## config.mk

```make
export PLATFORM = sky130hd
export DESIGN_NAME = mm_timer_chan
export DESIGN_NICKNAME = d
export VERILOG_FILES = /design/src/rtl/mtc_pkg.sv /design/src/rtl/mtc_edge_sync.sv /design/src/rtl/mtc_ctrl.sv /design/src/rtl/mtc_datapath.sv /design/src/rtl/mm_timer_chan.sv
export SDC_FILE = /design/constraint.sdc
export NUM_CORES = 1
export LEC_CHECK = 0
export BUFFER_PORTS_ARGS = -buffer_cell sky130_fd_sc_hd__clkbuf_2
export CORE_ASPECT_RATIO = 1.75
export CORE_MARGIN = 5
export CORE_UTILIZATION = 46
export CTS_CLUSTER_SIZE = 14
export DETAILED_ROUTE_END_ITERATION = 16
export PLACE_DENSITY = 0.7
export SLEW_MARGIN = 20
export SYNTH_ARGS = -nofsm -noshare
export SYNTH_HDL_FRONTEND = slang
export SYNTH_SLANG_ARGS = --single-unit
export TNS_END_PERCENT = 10
```

## constraint.sdc

```tcl
create_clock -name clk -period 6.1 [get_ports clk]
set_input_delay 0 -clock clk [delete_from_list [all_inputs] [get_ports clk]]
set_output_delay 0 -clock clk [all_outputs]
set_load 0.01 [all_outputs]
```

## src/rtl/mtc_pkg.sv

```systemverilog
package mtc_pkg;

    typedef enum logic [2:0] {
        MODE_INTERVAL = 3'd0,
        MODE_EVENT    = 3'd1,
        MODE_CAPTURE  = 3'd2,
        MODE_ONESHOT  = 3'd3,
        MODE_CAPONE   = 3'd4
    } mode_e;

    typedef enum logic [2:0] {
        ACT_HOLD,
        ACT_LOAD_DATA,
        ACT_LOAD_ZERO,
        ACT_DEC,
        ACT_INC,
        ACT_CAPTURE
    } act_e;

    typedef struct packed {
        act_e act;
        logic irq;
    } cmd_t;

    localparam cmd_t CMD_IDLE = '{act: ACT_HOLD, irq: 1'b0};

    function automatic logic is_single_shot(input mode_e m);
        return (m == MODE_ONESHOT) || (m == MODE_CAPONE);
    endfunction

    function automatic cmd_t down_step(input logic at_zero);
        cmd_t c;
        c.act = at_zero ? ACT_LOAD_DATA : ACT_DEC;
        c.irq = at_zero;
        return c;
    endfunction

endpackage

```

## src/rtl/mtc_edge_sync.sv

```systemverilog
module mtc_edge_sync #(
    parameter int STAGES = 2
) (
    input  logic clk,
    input  logic rst,
    input  logic pin_i,
    output logic rise_o,
    output logic fall_o
);
    localparam int LAST = STAGES;

    logic [LAST:0] chain_q;

    always_ff @(posedge clk) begin
        if (rst) chain_q <= '0;
        else     chain_q <= {chain_q[LAST-1:0], pin_i};
    end

    assign rise_o =  chain_q[LAST-1] & ~chain_q[LAST];
    assign fall_o = ~chain_q[LAST-1] &  chain_q[LAST];

endmodule

```

## src/rtl/mtc_ctrl.sv

```systemverilog
module mtc_ctrl
    import mtc_pkg::*;
(
    input  logic  clk,
    input  logic  rst,
    input  logic  start_i,
    input  logic  stop_i,
    input  logic  tick_i,
    input  logic [2:0] mode_i,
    input  logic  edge_sel_i,
    input  logic  rise_i,
    input  logic  fall_i,
    input  logic  cnt_zero_i,
    output cmd_t  cmd_o,
    output logic  enabled_o,
    output logic  busy_o
);
    mode_e mode;
    logic  trig_edge, end_edge;
    logic  en_q, lp_q, wt_q, ep_q;
    logic  en_n, lp_n, wt_n, ep_n;
    cmd_t  cmd;

    assign mode      = mode_e'(mode_i);
    assign trig_edge = edge_sel_i ? fall_i : rise_i;
    assign end_edge  = edge_sel_i ? rise_i : fall_i;

    always_comb begin
        en_n = en_q;
        lp_n = lp_q;
        wt_n = wt_q;
        ep_n = ep_q;
        cmd  = CMD_IDLE;
        if (stop_i) begin
            en_n = 1'b0;
            lp_n = 1'b0;
            wt_n = 1'b0;
            ep_n = 1'b0;
        end else if (start_i && !(is_single_shot(mode) && en_q)) begin
            en_n = 1'b1;
            ep_n = 1'b0;
            case (mode)
                MODE_EVENT: begin
                    lp_n    = 1'b0;
                    wt_n    = 1'b0;
                    cmd.act = ACT_LOAD_DATA;
                end
                MODE_ONESHOT, MODE_CAPONE: begin
                    lp_n = 1'b0;
                    wt_n = 1'b1;
                end
                default: begin
                    lp_n = 1'b1;
                    wt_n = 1'b0;
                end
            endcase
        end else if (en_q) begin
            case (mode)
                MODE_EVENT: begin
                    if (tick_i && ep_q) begin
                        ep_n = 1'b0;
                        cmd  = down_step(cnt_zero_i);
                    end
                    if (trig_edge) ep_n = 1'b1;
                end
                MODE_CAPTURE: begin
                    if (trig_edge) begin
                        cmd  = '{act: ACT_CAPTURE, irq: 1'b1};
                        lp_n = 1'b1;
                    end else if (tick_i) begin
                        cmd.act = lp_q ? ACT_LOAD_ZERO : ACT_INC;
                        lp_n    = 1'b0;
                    end
                end
                MODE_ONESHOT: begin
                    if (wt_q) begin
                        if (trig_edge) begin
                            wt_n = 1'b0;
                            lp_n = 1'b1;
                        end
                    end else if (tick_i) begin
                        if (lp_q) begin
                            cmd.act = ACT_LOAD_DATA;
                            lp_n    = 1'b0;
                        end else if (cnt_zero_i) begin
                            cmd.irq = 1'b1;
                            wt_n    = 1'b1;
                        end else begin
                            cmd.act = ACT_DEC;
                        end
                    end
                end
                MODE_CAPONE: begin
                    if (wt_q) begin
                        if (trig_edge) begin
                            wt_n = 1'b0;
                            lp_n = 1'b1;
                        end
                    end else if (end_edge) begin
                        cmd  = '{act: ACT_CAPTURE, irq: 1'b1};
                        wt_n = 1'b1;
                        lp_n = 1'b0;
                    end else if (tick_i) begin
                        cmd.act = lp_q ? ACT_LOAD_ZERO : ACT_INC;
                        lp_n    = 1'b0;
                    end
                end
                default: begin
                    if (tick_i) begin
                        if (lp_q) begin
                            cmd.act = ACT_LOAD_DATA;
                            lp_n    = 1'b0;
                        end else begin
                            cmd = down_step(cnt_zero_i);
                        end
                    end
                end
            endcase
        end
    end

    always_ff @(posedge clk) begin
        if (rst) begin
            en_q <= 1'b0;
            lp_q <= 1'b0;
            wt_q <= 1'b0;
            ep_q <= 1'b0;
        end else begin
            en_q <= en_n;
            lp_q <= lp_n;
            wt_q <= wt_n;
            ep_q <= ep_n;
        end
    end

    assign cmd_o     = cmd;
    assign enabled_o = en_q;
    assign busy_o    = wt_q | lp_q;

    assert_start_enables_R2: assert property (@(posedge clk) disable iff (rst)
        (start_i && !stop_i) |=> en_q);

    assert_stop_clears_R2: assert property (@(posedge clk) disable iff (rst)
        stop_i |=> (!en_q && !wt_q && !lp_q && !ep_q));

    assert_busy_needs_enable_R2: assert property (@(posedge clk) disable iff (rst)
        (wt_q || lp_q) |-> en_q);

    assert_waiting_holds_R9: assert property (@(posedge clk) disable iff (rst)
        (wt_q && is_single_shot(mode)) |-> (cmd.act == ACT_HOLD && !cmd.irq));

endmodule

```

## src/rtl/mtc_datapath.sv

```systemverilog
module mtc_datapath
    import mtc_pkg::*;
#(
    parameter int WIDTH = 16
) (
    input  logic             clk,
    input  logic             rst,
    input  cmd_t             cmd_i,
    input  logic             we_i,
    input  logic [WIDTH-1:0] wdata_i,
    output logic [WIDTH-1:0] cnt_o,
    output logic [WIDTH-1:0] data_o,
    output logic             zero_o,
    output logic             irq_o
);
    localparam logic [WIDTH-1:0] ONE = WIDTH'(1);

    logic [WIDTH-1:0] cnt_q, data_q;
    logic             irq_q;

    always_ff @(posedge clk) begin
        if (rst) begin
            cnt_q  <= '0;
            data_q <= '0;
            irq_q  <= 1'b0;
        end else begin
            irq_q <= cmd_i.irq;
            case (cmd_i.act)
                ACT_LOAD_DATA: cnt_q <= data_q;
                ACT_LOAD_ZERO: cnt_q <= '0;
                ACT_DEC:       cnt_q <= cnt_q - ONE;
                ACT_INC:       cnt_q <= cnt_q + ONE;
                default:       cnt_q <= cnt_q;
            endcase
            if (cmd_i.act == ACT_CAPTURE) data_q <= cnt_q;
            else if (we_i)                data_q <= wdata_i;
        end
    end

    assign cnt_o  = cnt_q;
    assign data_o = data_q;
    assign zero_o = (cnt_q == '0);
    assign irq_o  = irq_q;

endmodule

```

## src/rtl/mm_timer_chan.sv

```systemverilog
module mm_timer_chan
    import mtc_pkg::*;
#(
    parameter int WIDTH       = 16,
    parameter int SYNC_STAGES = 2
) (
    input  logic             clk,
    input  logic             rst,
    input  logic             start_i,
    input  logic             stop_i,
    input  logic             tick_i,
    input  logic [2:0]       mode_i,
    input  logic             edge_sel_i,
    input  logic             tin_i,
    input  logic             data_we_i,
    input  logic [WIDTH-1:0] data_wdata_i,
    output logic [WIDTH-1:0] count_o,
    output logic [WIDTH-1:0] data_o,
    output logic             enabled_o,
    output logic             busy_o,
    output logic             irq_o
);
    logic rise, fall, cnt_zero;
    cmd_t cmd;

    mtc_edge_sync #(.STAGES(SYNC_STAGES)) u_edge (
        .clk    (clk),
        .rst    (rst),
        .pin_i  (tin_i),
        .rise_o (rise),
        .fall_o (fall)
    );

    mtc_ctrl u_ctrl (
        .clk        (clk),
        .rst        (rst),
        .start_i    (start_i),
        .stop_i     (stop_i),
        .tick_i     (tick_i),
        .mode_i     (mode_i),
        .edge_sel_i (edge_sel_i),
        .rise_i     (rise),
        .fall_i     (fall),
        .cnt_zero_i (cnt_zero),
        .cmd_o      (cmd),
        .enabled_o  (enabled_o),
        .busy_o     (busy_o)
    );

    mtc_datapath #(.WIDTH(WIDTH)) u_dp (
        .clk     (clk),
        .rst     (rst),
        .cmd_i   (cmd),
        .we_i    (data_we_i),
        .wdata_i (data_wdata_i),
        .cnt_o   (count_o),
        .data_o  (data_o),
        .zero_o  (cnt_zero),
        .irq_o   (irq_o)
    );

    assert_stop_freezes_R2: assert property (@(posedge clk) disable iff (rst)
        stop_i |=> (count_o == $past(count_o)));

    assert_event_start_load_R5: assert property (@(posedge clk) disable iff (rst)
        (start_i && !stop_i && mode_i == MODE_EVENT) |=> (count_o == $past(data_o)));

    assert_zero_reload_R4: assert property (@(posedge clk) disable iff (rst)
        (irq_o && $past(mode_i) == MODE_INTERVAL)
            |-> ($past(count_o) == '0 && count_o == $past(data_o)));

    assert_capture_copy_R8: assert property (@(posedge clk) disable iff (rst)
        (irq_o && $past(mode_i) == MODE_CAPTURE) |-> (data_o == $past(count_o)));

endmodule

```

==> impl_results.md, run 1 <==
- Run status: finished, final reports clean
- Final hold viol count: 0
- CP max stage delay: between 0.5 and 0.6 ns
- Synth area leader: dfxtp_1
- Largest fanout on the critical path: 17
- Register area: about 800 um2
- GRT Overall Usage: 0.214
- Post-synth EDFFs: 0
- Unrepaired setup endpoints after global routing: no
- Int Power: 0.000483 W
- Via count of the first global-routing pass: approximately 2800
- Sequential share of power: 0.417
- Min Tclk post-route: between 4 and 5 ns
- Reg2reg end: u_dp.cnt_o[15]
- Worst Path Required: approximately 6.4 ns
- CTS buffer count: 5
- Hold worst-path end: u_dp.data_o[13]
- Post-synth cell types: 57
- Met1 layer usage reported by global route: 0.230
- Hold Startpoint: data_wdata_i[13]
- Layout fillers: 594
- Cell Area, Synth: 0.00277 mm2
- DP HPWL: between 5000 and 6000 um
- Area growth syn-to-layout: 16.4%
- Max Cap Viol: 0
- Worst r2r path cells: 14
- Dpl cell area: 0.00309 mm2
- Gr ovfl total: 0
- Min-delay worst type: input pin to flop
- Clock Power Share: 0.314
- Top FF cell, synth: dfxtp_1
- PwrDens: about 220 mW/mm2
- Dpl cells: 458
- Syn nets: 380
- Die X: ~69 um
- CP max stage cell: or4b_2
- Port Buffers: between 60 and 70
- Async SR Flop Fraction: 0
- Cells after Synth: around 340
- Fmax: ~0.21 GHz
- Worst-Margin Slew: 0.943 ns
- Row Count: 37
- Routing usage on met3: 0.0397
- Clock Skew: approximately 0.0081 ns
- Die area: between 0.007 and 0.008 mm2
- Multi-input gate area: ~0.0018 mm2
- Final period util: 0.789
- Core area: approximately 0.0059 mm2
- Worst IR Drop VDD: ~0.00016 V
- Die height: 113 um
- Post-Layout Cell Count: about 470
- Hold Crit Depth: 3
- Final instance area: between 0.003 and 0.004 mm2
- Power Total: approximately 0.0007 W
- Cell Chain, Critical Path: or3b_2 > a31oi_1 > o2111ai_2 > nor4_4 > inv_1 > ha_1 > a21oi_1 > or4b_2 > o22ai_1 > o21a_1 > o21ai_0 > xnor2_1 > o32a_1 > a21oi_2
- Setup_tns: 0 ns
- Clk sinks: 40
- Layout cells sized above 1: 0.210
- Pin count of the biggest net entering global routing: 37
- Initial antenna violation count: 0
- Sequential area share after synthesis: 0.289
- Switching share of power: 0.308
- Via count: 2751
- Leak: 1.42 nW
- H-tree Lvls: 2
- Ports: 62
- First drt pass iteration count: 4
- CTS tree: yes
- Final WL: a little under 8000 um
- DRT iter0 DRCs: just over 90
- Root buffer cell: clkbuf_8
- Worst setup EP type: flop
- WL/cell: approximately 17 um
- Synth Register Bits: 40
- Kind of critical path: flop to flop
- First-pass GRT wire length: around 13000 um
- Startpoint Class: flop
- Avg Cell Area, Syn: 8.26 um2
- Worst reg2reg path startpoint: u_edge.chain_q[1]
- Synth Warn #: 0
- Routed Antenna Nets: 0
- Met2 Usage GRT: 0.381
- Arrival @ worst endpoint: between 5 and 6 ns
- Clk_lat worst skew: 0.31 ns
- Flop-to-flop setup slack: between 1 and 1.5 ns
- DR vias/cell: ~5.9
- Clk slew on worst S/H paths: 0.08 ns
- Max-slew violations: 0
- Clock buffer depth: 2
- Post-synth top area share: 0.289
- Busiest grt layer: met2
- # setup viols final: 0
- Gpl congestion: between 0.8 and 0.9
- Starting Density: 0.472
- Number of remaining DRC errors: 0
- Gate power share: 0.268
- Net Sw Power: 0.000215 W
- Nets@finish: ~430
- Rel. slew slack: 0.370
- # diodes: 0
- Synth top area cells: dfxtp_1 29%, ha_1 7.2%, a211oi_1 6.5%
power by group through the flow:
stage                     sequential (W)  combinational, W  clock (W)
after floorplan                 0.000298          0.000134          0
after global placement          0.000297          0.000185          0
after detailed placement        0.000297          0.000185          0
after CTS                       0.000291          0.000188   0.000224
after global routing            0.000294          0.000208   0.000236
final                           0.000291          0.000187   0.000220
area by class of cell:
class                   count  area share
flip-flops and latches     40       0.248
well taps                  78      0.0302
clock buffers               6      0.0225
multi-input cells         264       0.565
clock inverters             2      0.0108
inverters                  13      0.0151
repair buffers             66       0.108
cell usage after synthesis (all sizes together), types with 6 or more instances:
master and number:
buf 8, xnor2 11, o22ai 7, nor4 6
a21oi 20, nand3 7, dfxtp 40, inv 13
a221oi 7, nor2b 6, nor2 36, clkbuf 11
a211oi 24, o21ai 21, mux2i 16, ha 16
nor3 10, nand2 16
cells by family after synthesis:
group,share of synthesized area
and+or+nand+nor,0.208
AOI/OAI and AO/OA,0.267
DFF,0.289
buffers and inverters,0.0537
muxes,0.0618
adders and majority gates,0.0794
xor gates and xnor gates,0.0410
layout by cell type (no fill, tap or decap), types with 6 or more instances in the layout:
master	n
inv_1	13
a211oi_1	24
dfxtp_1	40
nor3_1	10
nand2_1	16
xnor2_1	11
o22ai_1	7
o21ai_0	21
mux2i_1	16
clkbuf_2	61
nor2_1	36
a21oi_1	19
nand3_1	7
ha_1	16
nor2b_1	6
a221oi_1	7
flip-flops by register name, summed over array words and instances (netlist names):
register          flops
u_ctrl.enabled_o      1
u_ctrl.ep_q           1
u_ctrl.lp_q           1
u_ctrl.wt_q           1
u_dp.cnt_o           16
u_dp.data_o          16
u_dp.irq_o            1
u_edge.chain_q        3
metrics by stage:
step / utilization / hold slack [ns] / setup WS, ns
3_3_place_gp: 0.526 / 0.209 / 1.47
5_1_grt: 0.549 / 0.0114 / 0.916
2_1_floorplan: - / 0.0785 / 2.01
3_5_place_dp: 0.526 / 0.230 / 1.33
4_1_cts: 0.549 / 0.0112 / 1.28
6_report: 0.549 / 0.0145 / 1.29
worst max-delay path, delay by kind of cell, from the launching register on:
kind	cells	cell delay [ns]
AOI/OAI and AO/OA	8	1.82
and+or+nand+nor	3	1.55
adders and majority gates	1	0.47
DFF	1	0.37
buffers and inverters	1	0.37
xor gates and xnor gates	1	0.15
worst max-delay path by stage:
stage	start	endpoint	slack, ns
after global placement	u_edge.chain_q[1]	u_dp.cnt_o[15]	1.47
after floorplan	u_edge.chain_q[1]	u_dp.cnt_o[15]	2.01
after global routing	u_edge.chain_q[2]	u_dp.cnt_o[15]	0.92
after detailed placement	u_edge.chain_q[1]	u_dp.cnt_o[15]	1.33
final	u_edge.chain_q[1]	u_dp.cnt_o[15]	1.29
after CTS	u_edge.chain_q[1]	u_dp.cnt_o[15]	1.28
routing by layer:
layer | vias to the layer above | wire length [um]
li1 | 1364 | -
met2 | 74 | 4170
met1 | 1292 | 2990
met5 | - | 0
met3 | 21 | 337
met4 | 0 | 298
timing repair:
item | CTS | global route
hold buffers | 3 | 0
endpoints found under the hold margin | 4 | 0
resized for setup | 0 | 0
buffers inserted | 0 | 0
(Power assumes the default switching activity.)
==> inputs of run 2 (changes only) <==
ABC_AREA = 1   (was unset)
PLACE_DENSITY = 0.72   (was 0.7)
clock period = 3.9 ns   (was 6.1 ns; I/O delays follow)
==> run 2 against run 1 <==
Routed wire length is 25% higher; clock skew is 0.0010 ns lower; final cell count is 26% higher; register-to-register slack worse by 0.74 ns; critical endpoint is now u_dp.cnt_o[9]; clock power is 16% higher; combinational power is 59% higher; area after synthesis is 7.4% higher; sequential cell count stayed put; synthesized cell count is 32% higher; worst setup slack worse by 0.74 ns; critical path type unchanged; largest cell class unchanged; largest power group unchanged; first-iteration DRC count is 120% higher; total power is 43% higher.
==> impl_results.md, run 2 <==
- Run status: finished, final reports clean
- Clk_lat worst skew: 0.30 ns (about the same)
- Area growth syn-to-layout: 17.8%
- Cell Chain, Critical Path: inv_1 > nand2_1 > nor2_1 > nand2_1 > nor2_1 > nand2_1 > nand2_1 > nand2_1 > nand2_2 > nand4_4 > ha_1 > a21oi_1 > nand2_1 > a31oi_1 > o21ai_0 > a21oi_1 > xor2_1 > o21a_1 > nor2_1
- Starting Density: 0.475 (+0.00288)
- Routed Antenna Nets: 0 (unchanged)
- Commonest cells after routing, fill and taps aside: 61 x clkbuf_2, 58 x nand3_1, 57 x nor2_1
- XOR/XNOR share of the synthesized area: 0.0323 (-0.00871)
- Ports: 62 (unchanged)
- First-pass GRT wire length: 16000 um (+24%)
- Worst-Margin Slew: 0.764 ns (-0.179 ns)
- Fin Hold WS: 0.000888 ns (-0.0136 ns)
- Arrival @ worst endpoint: 3.55 ns (-1.51 ns)
- Kind of critical path: flop to flop
- Max-slew violations: 0 (unchanged)
- CP max stage cell: ha_1
- Register area: 801 um2 (unchanged)
- CTS tree: yes
- Mux cell area share after synthesis: 0 (-0.0618)
- WL/cell: 16.5 um (-0.45%)
- Post-Synth Simple-Gate Area: 0.314 (+0.106)
- GRT Overall Usage: 0.246 (+0.0324)
- Gpl congestion: 0.903 (+2.4%)
- Multi-input gate area: 0.00189 mm2 (+3.7%)
- Unrepaired setup endpoints after global routing: no
- H-tree Lvls: 2 (unchanged)
- Most frequent cell after synthesis: nand3_1
- Avg Cell Area, Syn: 6.71 um2 (-19%)
- Cells after Synth: 444 (+32%)
- Top cells by count, synth: 58 x nand3_1, 57 x nor2_1, 54 x nand2_1, 50 x inv_1, 40 x dfxtp_1
- Die X: 70.8 um (+3.1%)
- Layout cells sized above 1: 0.187 (-0.0231)
- Clk slew on worst S/H paths: 0.08 ns (about the same)
- Pin count of the biggest net entering global routing: 33 (-11%)
- Final hold viol count: 0 (unchanged)
- # diodes: 0 (unchanged)
- Gr ovfl total: 0 (unchanged)
- Core area: 0.00628 mm2 (+6.7%)
- Leak: 1.70 nW (+19%)
- Port Buffers: 61 (unchanged)
- Synth area leader: dfxtp_1
- Rel. slew slack: 0.489 (+0.119)
- Synth Area in Adders: 0.0739 (-0.00547)
- Post-synth EDFFs: 0 (unchanged)
- Syn nets: 488 (+28%)
- Via count: 3333 (+21%)
- Layout fillers: 651 (+9.6%)
- Die area: 0.00825 mm2 (+6.5%)
- Most common cell after layout, fill and taps aside: clkbuf_2
- Worst IR Drop VDD: 0.000192 V (+18%)
- Die height: 116 um (+3.3%)
- DP HPWL: 7260 um (+26%)
- Min-delay worst type: input pin to flop
- Clock buffer depth: 2 (unchanged)
- Min Tclk post-route: 3.35 ns (-1.46 ns)
- Synth Register Bits: 40 (unchanged)
- # setup viols final: 0 (unchanged)
- Synth top area cells: dfxtp_1 27%, nand3_1 9.7%, nor2_1 7.2%
- PwrDens: 285 mW/mm2 (+32%)
- Top cell by count, worst path: nand2_1
- Max Cap Viol: 0 (unchanged)
- Sequential area share after synthesis: 0.269 (-0.0199)
- Synth Area in Compound Gates: 0.210 (-0.0566)
- Postcts setup bufs: 0 (unchanged)
- Number of remaining DRC errors: 0 (unchanged)
- Cell Area, Synth: 0.00298 mm2 (+7.4%)
- Clock Skew: 0.00707 ns (-0.00101 ns)
- Initial antenna violation count: 0 (unchanged)
- DRT iter0 DRCs: 205 (+120%)
- DR vias/cell: 5.66 (-3.5%)
- Fmax: 0.298 GHz (+43%)
- Synth Warn #: 0 (unchanged)
- CP max stage delay: 0.41 ns (-0.18 ns)
- Largest family of logic cells by synthesized area: simple AND/OR/NAND/NOR gates
- Worst Path Required: 4.10 ns (-2.25 ns)
- Final period util: 0.860 (+0.0711)
- Top FF cell, synth: dfxtp_1
- First drt pass iteration count: 4 (unchanged)
- Worst setup EP type: flop
- Async SR Flop Fraction: 0 (unchanged)
- Startpoint Class: flop
- Setup_tns: 0 ns (unchanged)
- PostCTS Resize Cnt: 0 (unchanged)
- Via count of the first global-routing pass: 3364 (+20%)
- Nets@finish: 555 (+28%)
- Final WL: 9740 um (+25%)
- Largest fanout on the critical path: 11 (-6)
- Post-synth top area share: 0.269 (-0.0199)
- CTS buffer count: 5 (unchanged)
- Clk sinks: 40 (unchanged)
- Post-synth cell types: 39 (-32%)
- Root buffer cell: clkbuf_8
- Row Count: 38 (+2.7%)
run 2: changes by cell type after synthesis, moves of 6 or more:
cell      before  now
nor3_1        10    4
mux2i_1       16    0
a211oi_1      24    6
o22ai_1        7    0
nor2b_1        6    0
a31oi_1        2   17
o21ai_0       21   30
nor2_1        36   57
o21ai_1        0   15
nand3_1        7   58
nand2_2        0   11
inv_1         13   50
nand2_1       16   54
run 2: timing repair:
item                                    in CTS  in global routing
endpoints found under the hold margin       13                  0
hold buffers                                13                  0
endpoints found under the setup margin       0                  2
run 2: critical path, delay by kind of cell, from the launching register on:
family / cells / cell delay [ns]
AO/OA/AOI/OAI: 5 / 1.08
XOR/XNOR: 1 / 0.17
adder cells (fa/ha/maj): 1 / 0.41
buffers and inverters: 1 / 0.12
flip-flops: 1 / 0.37
AND/OR/NAND/NOR: 11 / 1.10
run 2: final cells by class:
| type | instances | area share |
|---|---|---|
| clock buffers | 5 | 0.0196 |
| inverters | 56 | 0.0606 |
| multi-input cells | 334 | 0.539 |
| flip-flops and latches | 40 | 0.228 |
| well taps | 80 | 0.0285 |
| repair buffers | 74 | 0.124 |
run 2: worst paths after layout:
kind / from / slack (ns) / depth (start not counted) / to
worst min-delay path: start_i / 0.0009 / 3 / u_ctrl.enabled_o
worst max-delay path: u_dp.cnt_o[15] / 0.55 / 19 / u_dp.cnt_o[9]
worst max register to register: u_dp.cnt_o[15] / 0.55 / 19 / u_dp.cnt_o[9]
worst min register to register: u_edge.chain_q[0] / 0.42 / 2 / u_edge.chain_q[1]
run 2: cell families after synthesis:
kind of cell	after synthesis
buffers and inverters	71
adder cells (fa/ha/maj)	17
XOR/XNOR	11
flip-flops	40
AO/OA/AOI/OAI	106
AND/OR/NAND/NOR	199
run 2: where the power goes:
group          switching, W  internal (W)  total [W]
clock              0.000140      0.000115   0.000255
sequential        0.0000217      0.000427   0.000449
combinational      0.000179      0.000117   0.000297
total              0.000341      0.000660    0.00100
run 2: layer usage:
layer	track usage	wire, um
met1	0.255	3630
met2	0.458	5240
met3	0.0284	335
met4	0.163	533
met5	0	0
run 2: metrics by stage:
stage | std cells | total power, W | area [um2] | worst slack, ns | util
after floorplan | 444 | 0.000654 | 2980 | 0.940 | -
after global placement | 570 | 0.000737 | 3300 | 0.513 | 0.526
after detailed placement | 570 | 0.000740 | 3300 | 0.393 | 0.526
after CTS | 588 | 0.00101 | 3500 | 0.380 | 0.557
after global routing | 589 | 0.00107 | 3510 | 0.0947 | 0.559
final | 589 | 0.00100 | 3510 | 0.547 | 0.559
